[src/rtl/brk_uart_pkg.sv]
package brk_uart_pkg;

    localparam int DEF_DATA_W = 8;

    typedef enum logic [1:0] {
        ST_IDLE,
        ST_WAIT,
        ST_SHIFT
    } tx_state_e;

    typedef enum logic [1:0] {
        K_DATA,
        K_PRE,
        K_BRK
    } frame_kind_e;

    // Boundary priority: break, then preamble, then data.
    function automatic frame_kind_e pick_kind(input logic brk, input logic pre);
        if (brk)      return K_BRK;
        else if (pre) return K_PRE;
        else          return K_DATA;
    endfunction

endpackage

[src/rtl/brk_uart_hold.sv]
module brk_uart_hold #(
    parameter int DATA_W = brk_uart_pkg::DEF_DATA_W
) (
    input  logic              clk,
    input  logic              rst,
    input  logic              wr_stb,
    input  logic [DATA_W-1:0] wr_data,
    input  logic              ack,
    input  logic              take,
    output logic              hre,
    output logic [DATA_W-1:0] data
);
    logic armed;

    always_ff @(posedge clk) begin
        if (rst) begin
            hre   <= 1'b1;
            armed <= 1'b0;
            data  <= '0;
        end else begin
            if (take) begin
                hre <= 1'b1;
            end else if (wr_stb && (!hre || armed)) begin
                data <= wr_data;
                hre  <= 1'b0;
            end
            if (ack && hre)
                armed <= 1'b1;
            if (wr_stb && hre && armed && !take)
                armed <= 1'b0;
        end
    end

    p_hre_set_r3: assert property (@(posedge clk) disable iff (rst)
        take |=> hre);

    p_unarmed_ignored_r5: assert property (@(posedge clk) disable iff (rst)
        (wr_stb && hre && !armed) |=> (hre && data == $past(data)));

endmodule

[src/rtl/brk_uart_queue.sv]
module brk_uart_queue (
    input  logic clk,
    input  logic rst,
    input  logic brk_lvl,
    input  logic pre_req,
    input  logic take_brk,
    input  logic take_pre,
    output logic brk_pend,
    output logic pre_pend
);
    logic brk_seen;
    logic pre_q;

    always_ff @(posedge clk) begin
        if (rst) begin
            brk_seen <= 1'b0;
            pre_q    <= 1'b0;
        end else begin
            brk_seen <= take_brk ? 1'b0 : (brk_seen | brk_lvl);
            pre_q    <= take_pre ? pre_req : (pre_q | pre_req);
        end
    end

    assign brk_pend = brk_seen | brk_lvl;
    assign pre_pend = pre_q;

    p_pre_kept_r8: assert property (@(posedge clk) disable iff (rst)
        (pre_q && !take_pre) |=> pre_q);

    p_brk_latched_r7: assert property (@(posedge clk) disable iff (rst)
        (brk_lvl && !take_brk) |=> brk_pend);

endmodule

[src/rtl/brk_uart_shift.sv]
module brk_uart_shift
    import brk_uart_pkg::*;
#(
    parameter int DATA_W = DEF_DATA_W
) (
    input  logic              clk,
    input  logic              rst,
    input  logic              tick,
    input  logic              brk_pend,
    input  logic              pre_pend,
    input  logic              dat_pend,
    input  logic [DATA_W-1:0] data,
    output logic              take_brk,
    output logic              take_pre,
    output logic              take_dat,
    output logic              txd,
    output logic              done
);
    localparam int FRAME_W = DATA_W + 2;
    localparam int CNT_W   = $clog2(FRAME_W);
    localparam logic [CNT_W-1:0] LAST = CNT_W'(FRAME_W - 1);

    tx_state_e          st;
    frame_kind_e        kind, kind_n;
    logic [CNT_W-1:0]   cnt;
    logic [FRAME_W-1:0] frm, frame_n;
    logic               any, boundary, load;

    always_comb begin
        any      = brk_pend | pre_pend | dat_pend;
        kind_n   = pick_kind(brk_pend, pre_pend);
        boundary = (st == ST_SHIFT) && tick && (cnt == LAST);
        load     = any && ((st == ST_IDLE) || boundary);
        case (kind_n)
            K_BRK:   frame_n = '0;
            K_PRE:   frame_n = '1;
            default: frame_n = {1'b1, data, 1'b0};
        endcase
        take_brk = load && (kind_n == K_BRK);
        take_pre = load && (kind_n == K_PRE);
        take_dat = load && (kind_n == K_DATA);
    end

    always_ff @(posedge clk) begin
        if (rst) begin
            st   <= ST_IDLE;
            kind <= K_DATA;
            cnt  <= '0;
            frm  <= '1;
            txd  <= 1'b1;
            done <= 1'b1;
        end else begin
            case (st)
                ST_IDLE: if (load) begin
                    frm  <= frame_n;
                    kind <= kind_n;
                    st   <= ST_WAIT;
                    done <= 1'b0;
                end
                ST_WAIT: if (tick) begin
                    st  <= ST_SHIFT;
                    cnt <= '0;
                    txd <= frm[0];
                end
                default: if (tick) begin
                    if (cnt == LAST) begin
                        if (load) begin
                            frm  <= frame_n;
                            kind <= kind_n;
                            cnt  <= '0;
                            txd  <= frame_n[0];
                        end else begin
                            st   <= ST_IDLE;
                            txd  <= 1'b1;
                            done <= 1'b1;
                        end
                    end else begin
                        frm <= frm >> 1;
                        txd <= frm[1];
                        cnt <= cnt + CNT_W'(1);
                    end
                end
            endcase
        end
    end

    p_line_high_r1: assert property (@(posedge clk) disable iff (rst)
        (st != ST_SHIFT) |-> txd);

    p_stop_high_r2: assert property (@(posedge clk) disable iff (rst)
        (st == ST_SHIFT && kind == K_DATA && cnt == LAST) |-> txd);

    p_break_low_r6: assert property (@(posedge clk) disable iff (rst)
        (st == ST_SHIFT && kind == K_BRK) |-> !txd);

    p_preamble_high_r8: assert property (@(posedge clk) disable iff (rst)
        (st == ST_SHIFT && kind == K_PRE) |-> txd);

    p_done_rise_r9: assert property (@(posedge clk) disable iff (rst)
        $rose(done) |-> $past(!brk_pend && !pre_pend && !dat_pend));

    p_done_fall_r9: assert property (@(posedge clk) disable iff (rst)
        $fell(done) |-> $past(st == ST_IDLE));

    p_single_take_r10: assert property (@(posedge clk) disable iff (rst)
        $onehot0({take_brk, take_pre, take_dat}));

endmodule

[src/rtl/brk_uart_tx.sv]
module brk_uart_tx
    import brk_uart_pkg::*;
#(
    parameter int DATA_W = DEF_DATA_W
) (
    input  logic              clk,
    input  logic              rst,
    input  logic              baud_tick,
    input  logic              wr_stb,
    input  logic [DATA_W-1:0] wr_data,
    input  logic              empty_ack,
    input  logic              brk_hold,
    input  logic              pre_req,
    output logic              txd,
    output logic              hold_empty,
    output logic              tx_done
);
    logic              take_brk, take_pre, take_dat;
    logic              brk_pend, pre_pend;
    logic [DATA_W-1:0] held;

    brk_uart_hold #(.DATA_W(DATA_W)) u_hold (
        .clk     (clk),
        .rst     (rst),
        .wr_stb  (wr_stb),
        .wr_data (wr_data),
        .ack     (empty_ack),
        .take    (take_dat),
        .hre     (hold_empty),
        .data    (held)
    );

    brk_uart_queue u_queue (
        .clk      (clk),
        .rst      (rst),
        .brk_lvl  (brk_hold),
        .pre_req  (pre_req),
        .take_brk (take_brk),
        .take_pre (take_pre),
        .brk_pend (brk_pend),
        .pre_pend (pre_pend)
    );

    brk_uart_shift #(.DATA_W(DATA_W)) u_shift (
        .clk      (clk),
        .rst      (rst),
        .tick     (baud_tick),
        .brk_pend (brk_pend),
        .pre_pend (pre_pend),
        .dat_pend (!hold_empty),
        .data     (held),
        .take_brk (take_brk),
        .take_pre (take_pre),
        .take_dat (take_dat),
        .txd      (txd),
        .done     (tx_done)
    );

endmodule

[config.mk]
export PLATFORM = sky130hd
export DESIGN_NAME = brk_uart_tx
export DESIGN_NICKNAME = d
export VERILOG_FILES = /design/src/rtl/brk_uart_pkg.sv /design/src/rtl/brk_uart_hold.sv /design/src/rtl/brk_uart_queue.sv /design/src/rtl/brk_uart_shift.sv /design/src/rtl/brk_uart_tx.sv
export SDC_FILE = /design/constraint.sdc
export NUM_CORES = 1
export LEC_CHECK = 0
export BUFFER_PORTS_ARGS = -buffer_cell sky130_fd_sc_hd__buf_2
export CORE_MARGIN = 4
export CORE_UTILIZATION = 23
export CTS_CLUSTER_DIAMETER = 120
export CTS_CLUSTER_SIZE = 40
export DETAILED_ROUTE_END_ITERATION = 8
export HOLD_SLACK_MARGIN = 0.1
export PLACE_DENSITY = 0.39
export REMOVE_ABC_BUFFERS = 1
export SYNTH_ARGS = -nofsm -noshare
export SYNTH_HDL_FRONTEND = slang
export SYNTH_HIERARCHICAL = 1
export SYNTH_SLANG_ARGS = --single-unit
[constraint.sdc]
create_clock -name clk -period 2.42 [get_ports clk]
set_input_delay 0.484 -clock clk [delete_from_list [all_inputs] [get_ports clk]]
set_output_delay 0.484 -clock clk [all_outputs]
set_load 0.02 [all_outputs]
==> out/qor.csv <==
stage;metric;value;unit
outcome;status;completed;
pwr;Lkg Pwr;0.751;nW
logic_synthesis;Mapped Area;1550;um2
sta;fin crit share;0.866;
place;DP Worst Slack;84.6;ps
logic_synthesis;Post-synth ARST share;0;
clock_tree;CTS Hold Buffers Added;0;
logic_synthesis;synth warn;6;
place;I/O Buffers;17;
floorplan;chip width;90.1;um
layout;share of layout cells above drive strength 1;0.204;
grt;GRT overflow;0;
clock_tree;Clock Latency Late Sink;280;ps
place;hpwl dp;2490;um
drt;vias post-DR;1261;
sta;max-slew violations;0;
sta;fin crit period;2090;ps
sta;Max Clock Skew;5.19;ps
setup_path;CP startpoint kind;register;
logic_synthesis;Primary FF master, synth;dfxtp_1;
clock_tree;CTS-repair resized insts;0;
floorplan;Core Region;6460;um2
sta;Slew @ Worst Pin;793;ps
flow_run;max-cap check violation count;0;
clock_tree;total CTS buffers;5;
setup_path;CP required;2620;ps
floorplan;Die Area;8110;um2
sta;RSZ-0062 raised after global routing;no;
drt;total wire length;3400;um
layout;fin util;0.286;
sta;Post-Route Setup TNS;0;ps
grt;initial antenna violation count;0;
sta;Worst Slack Setup Final;325;ps
logic_synthesis;unique cell type count in the Yosys netlist;40;
floorplan;num rows;29;
clock_tree;H-tree depth;2;
grt;first-pass GRT wire length;6040;um
grt;vias in the first global route;1229;
layout;most common cell after layout, fill and taps aside;dfxtp_1;
layout;synthesis-to-finish area growth;19.1;%
grt;Total Routing Usage GR;0.0908;
setup_path;crit path max fanout;5;
drt;post-route antenna net violation count;0;
setup_path;slowest stage cell, crit path;dfxtp_1;
clock_tree;Clock Tree Buf Depth;2;
clock_tree;root buffer cell;clkbuf_8;
sta;Max Fclk;0.477;GHz
layout;fin nets;218;
layout;multi-input logic area;837;um2
drt;Iter 0 DRT Violations;120;
logic_synthesis;sequential share of the synthesized area;0.388;
clock_tree;# clock sinks;30;
setup_path;cell family with most CP delay;simple AND/OR/NAND/NOR gates;
place;gpl congestion;0.680;
sta;Final Setup Violations;0;
layout;storage element area;601;um2
logic_synthesis;Post-Syn Instances;179;
logic_synthesis;Post-synth EDFFs;0;
layout;Fill cells;686;
clock_tree;CTS tree;yes;
place;Placed Area;1730;um2
clock_tree;Post-CTS Setup Bufs;0;
grt;largest net degree at the start of global routing;30;
logic_synthesis;Mean Syn Cell Area;8.65;um2
hold_path;Hold Path Class;input pin to register;
setup_path;CP Cell Sequence;ha_1, nand4b_2, a211oi_1, nor3b_1, buf_4, and4b_2, nor3_1;
setup_path;crit path kind;register to register;
floorplan;Initial Util;0.240;
pwr;PwrDens;717;nW/um2
setup_path;slowest stage delay, CP;390;ps
drt;post-route DRC violation count;0;
drt;drt pass-1 iters;4;
logic_synthesis;synthesis-stage register bit count;30;
layout;Design Area, Final;1840;um2
layout;ant diodes;0;
drt;Routed WL per cell;12.2;um
sta;Slew HR;0.469;
setup_path;CP Buf/Inv Count;1;
floorplan;I/O Pins;18;
pwr;Peak VDD IR;256;uV
setup_path;Arr. time, crit path;2290;ps
sta;Final Hold Fails;0;
drt;post-DR vias/cell;4.54;
layout;commonest cells after routing, fill and taps aside;30 x dfxtp_1, 25 x nand2b_1, 18 x nor2_1;
setup_path;Critical Path Sink Type;register;
floorplan;Die Ht;90.1;um
clock_tree;CTS clk-pin slew, worst paths;60;ps
-- cells in the mapped netlist (2+ instances only) --
library cell	instances	area, um2
ha_1	2	25.0
nor2b_1	3	18.8
a31oi_1	2	12.5
nor3b_1	2	15.0
o21ai_0	7	35.0
inv_1	16	60.1
a221oi_1	7	61.3
buf_6	2	22.5
nor2_1	18	67.6
nand2b_1	25	156
a21oi_1	12	60.1
nand3_1	3	15.0
or2_1	2	12.5
or3_1	4	25.0
dfxtp_1	30	601
mux2i_1	8	80.1
buf_2	2	10.0
a21oi_2	2	17.5
clkbuf_1	5	18.8
o211ai_1	3	22.5
nand2_1	5	18.8
-- registers in the layout (all words and copies together), names as in the netlist --
| register | cells |
|---|---|
| u_queue/brk_seen | 1 |
| u_shift/st | 2 |
| u_shift/done | 1 |
| u_shift/txd | 1 |
| u_hold/data | 8 |
| u_hold/armed | 1 |
| u_shift/cnt | 4 |
| u_queue/pre_pend | 1 |
| u_hold/hre | 1 |
| u_shift/frm | 10 |
-- cell families (layout without fill, tap and decap cells) --
group                      count (synthesis)  in the layout  share of synthesized area
and+or+nand+nor                           70             70                      0.262
adders and majority gates                  2              2                     0.0162
AOI/OAI and AO/OA                         43             43                      0.205
xor gates and xnor gates                   1              1                    0.00566
buffers and inverters                     25             47                     0.0719
DFF                                       30             30                      0.388
muxes                                      8              8                     0.0517
-- path summary, 6_finish.rpt --
kind	startpoint	endpoint	slack, ps	depth (start not counted)
hold / removal	pre_req	u_queue/pre_pend	450	3
setup reg to reg	u_shift/cnt[0]	u_hold/armed	330	7
hold reg to reg	u_shift/frm[8]	u_shift/frm[8]	470	2
setup / recovery	u_shift/cnt[0]	u_hold/armed	330	7
-- per-layer routing --
layer / global-route usage / vias up / routed length [um]
li1: - / 661 / -
met1: 0.129 / 578 / 1830
met2: 0.123 / 18 / 1390
met3: 0.0284 / 4 / 120
met4: 0.0421 / 0 / 59
met5: 0 / - / 0
-- worst reg2reg max path, cell delays in order (launching register included) --
cell	delay [ps]
dfxtp_1	390
ha_1	230
nand4b_2	190
a211oi_1	350
nor3b_1	350
buf_4	180
and4b_2	210
nor3_1	120
-- final cells by class --
type	instances	share of cell area
multi-input cells	124	0.454
inverters	16	0.0326
clock buffers	6	0.0448
clock inverters	1	0.0163
flip-flops and latches	30	0.326
well taps	77	0.0522
repair buffers	24	0.0746
-- metrics by stage --
stage                     cells  hold WS [ps]  power (mW)
after floorplan             170           441       0.738
after global placement      271           455       0.827
after detailed placement    271           457       0.824
after CTS                   278           439        1.34
after global routing        278           460        1.41
final                       278           451        1.32
-- power by group --
group	internal, mW	switching, mW	leakage [nW]
logic	0.105	0.129	0.446
clock network	0.329	0.182	0.0573
registers	0.546	0.0305	0.248
total	0.980	0.342	0.751
Note: power is estimated with default switching activity, not from simulation.
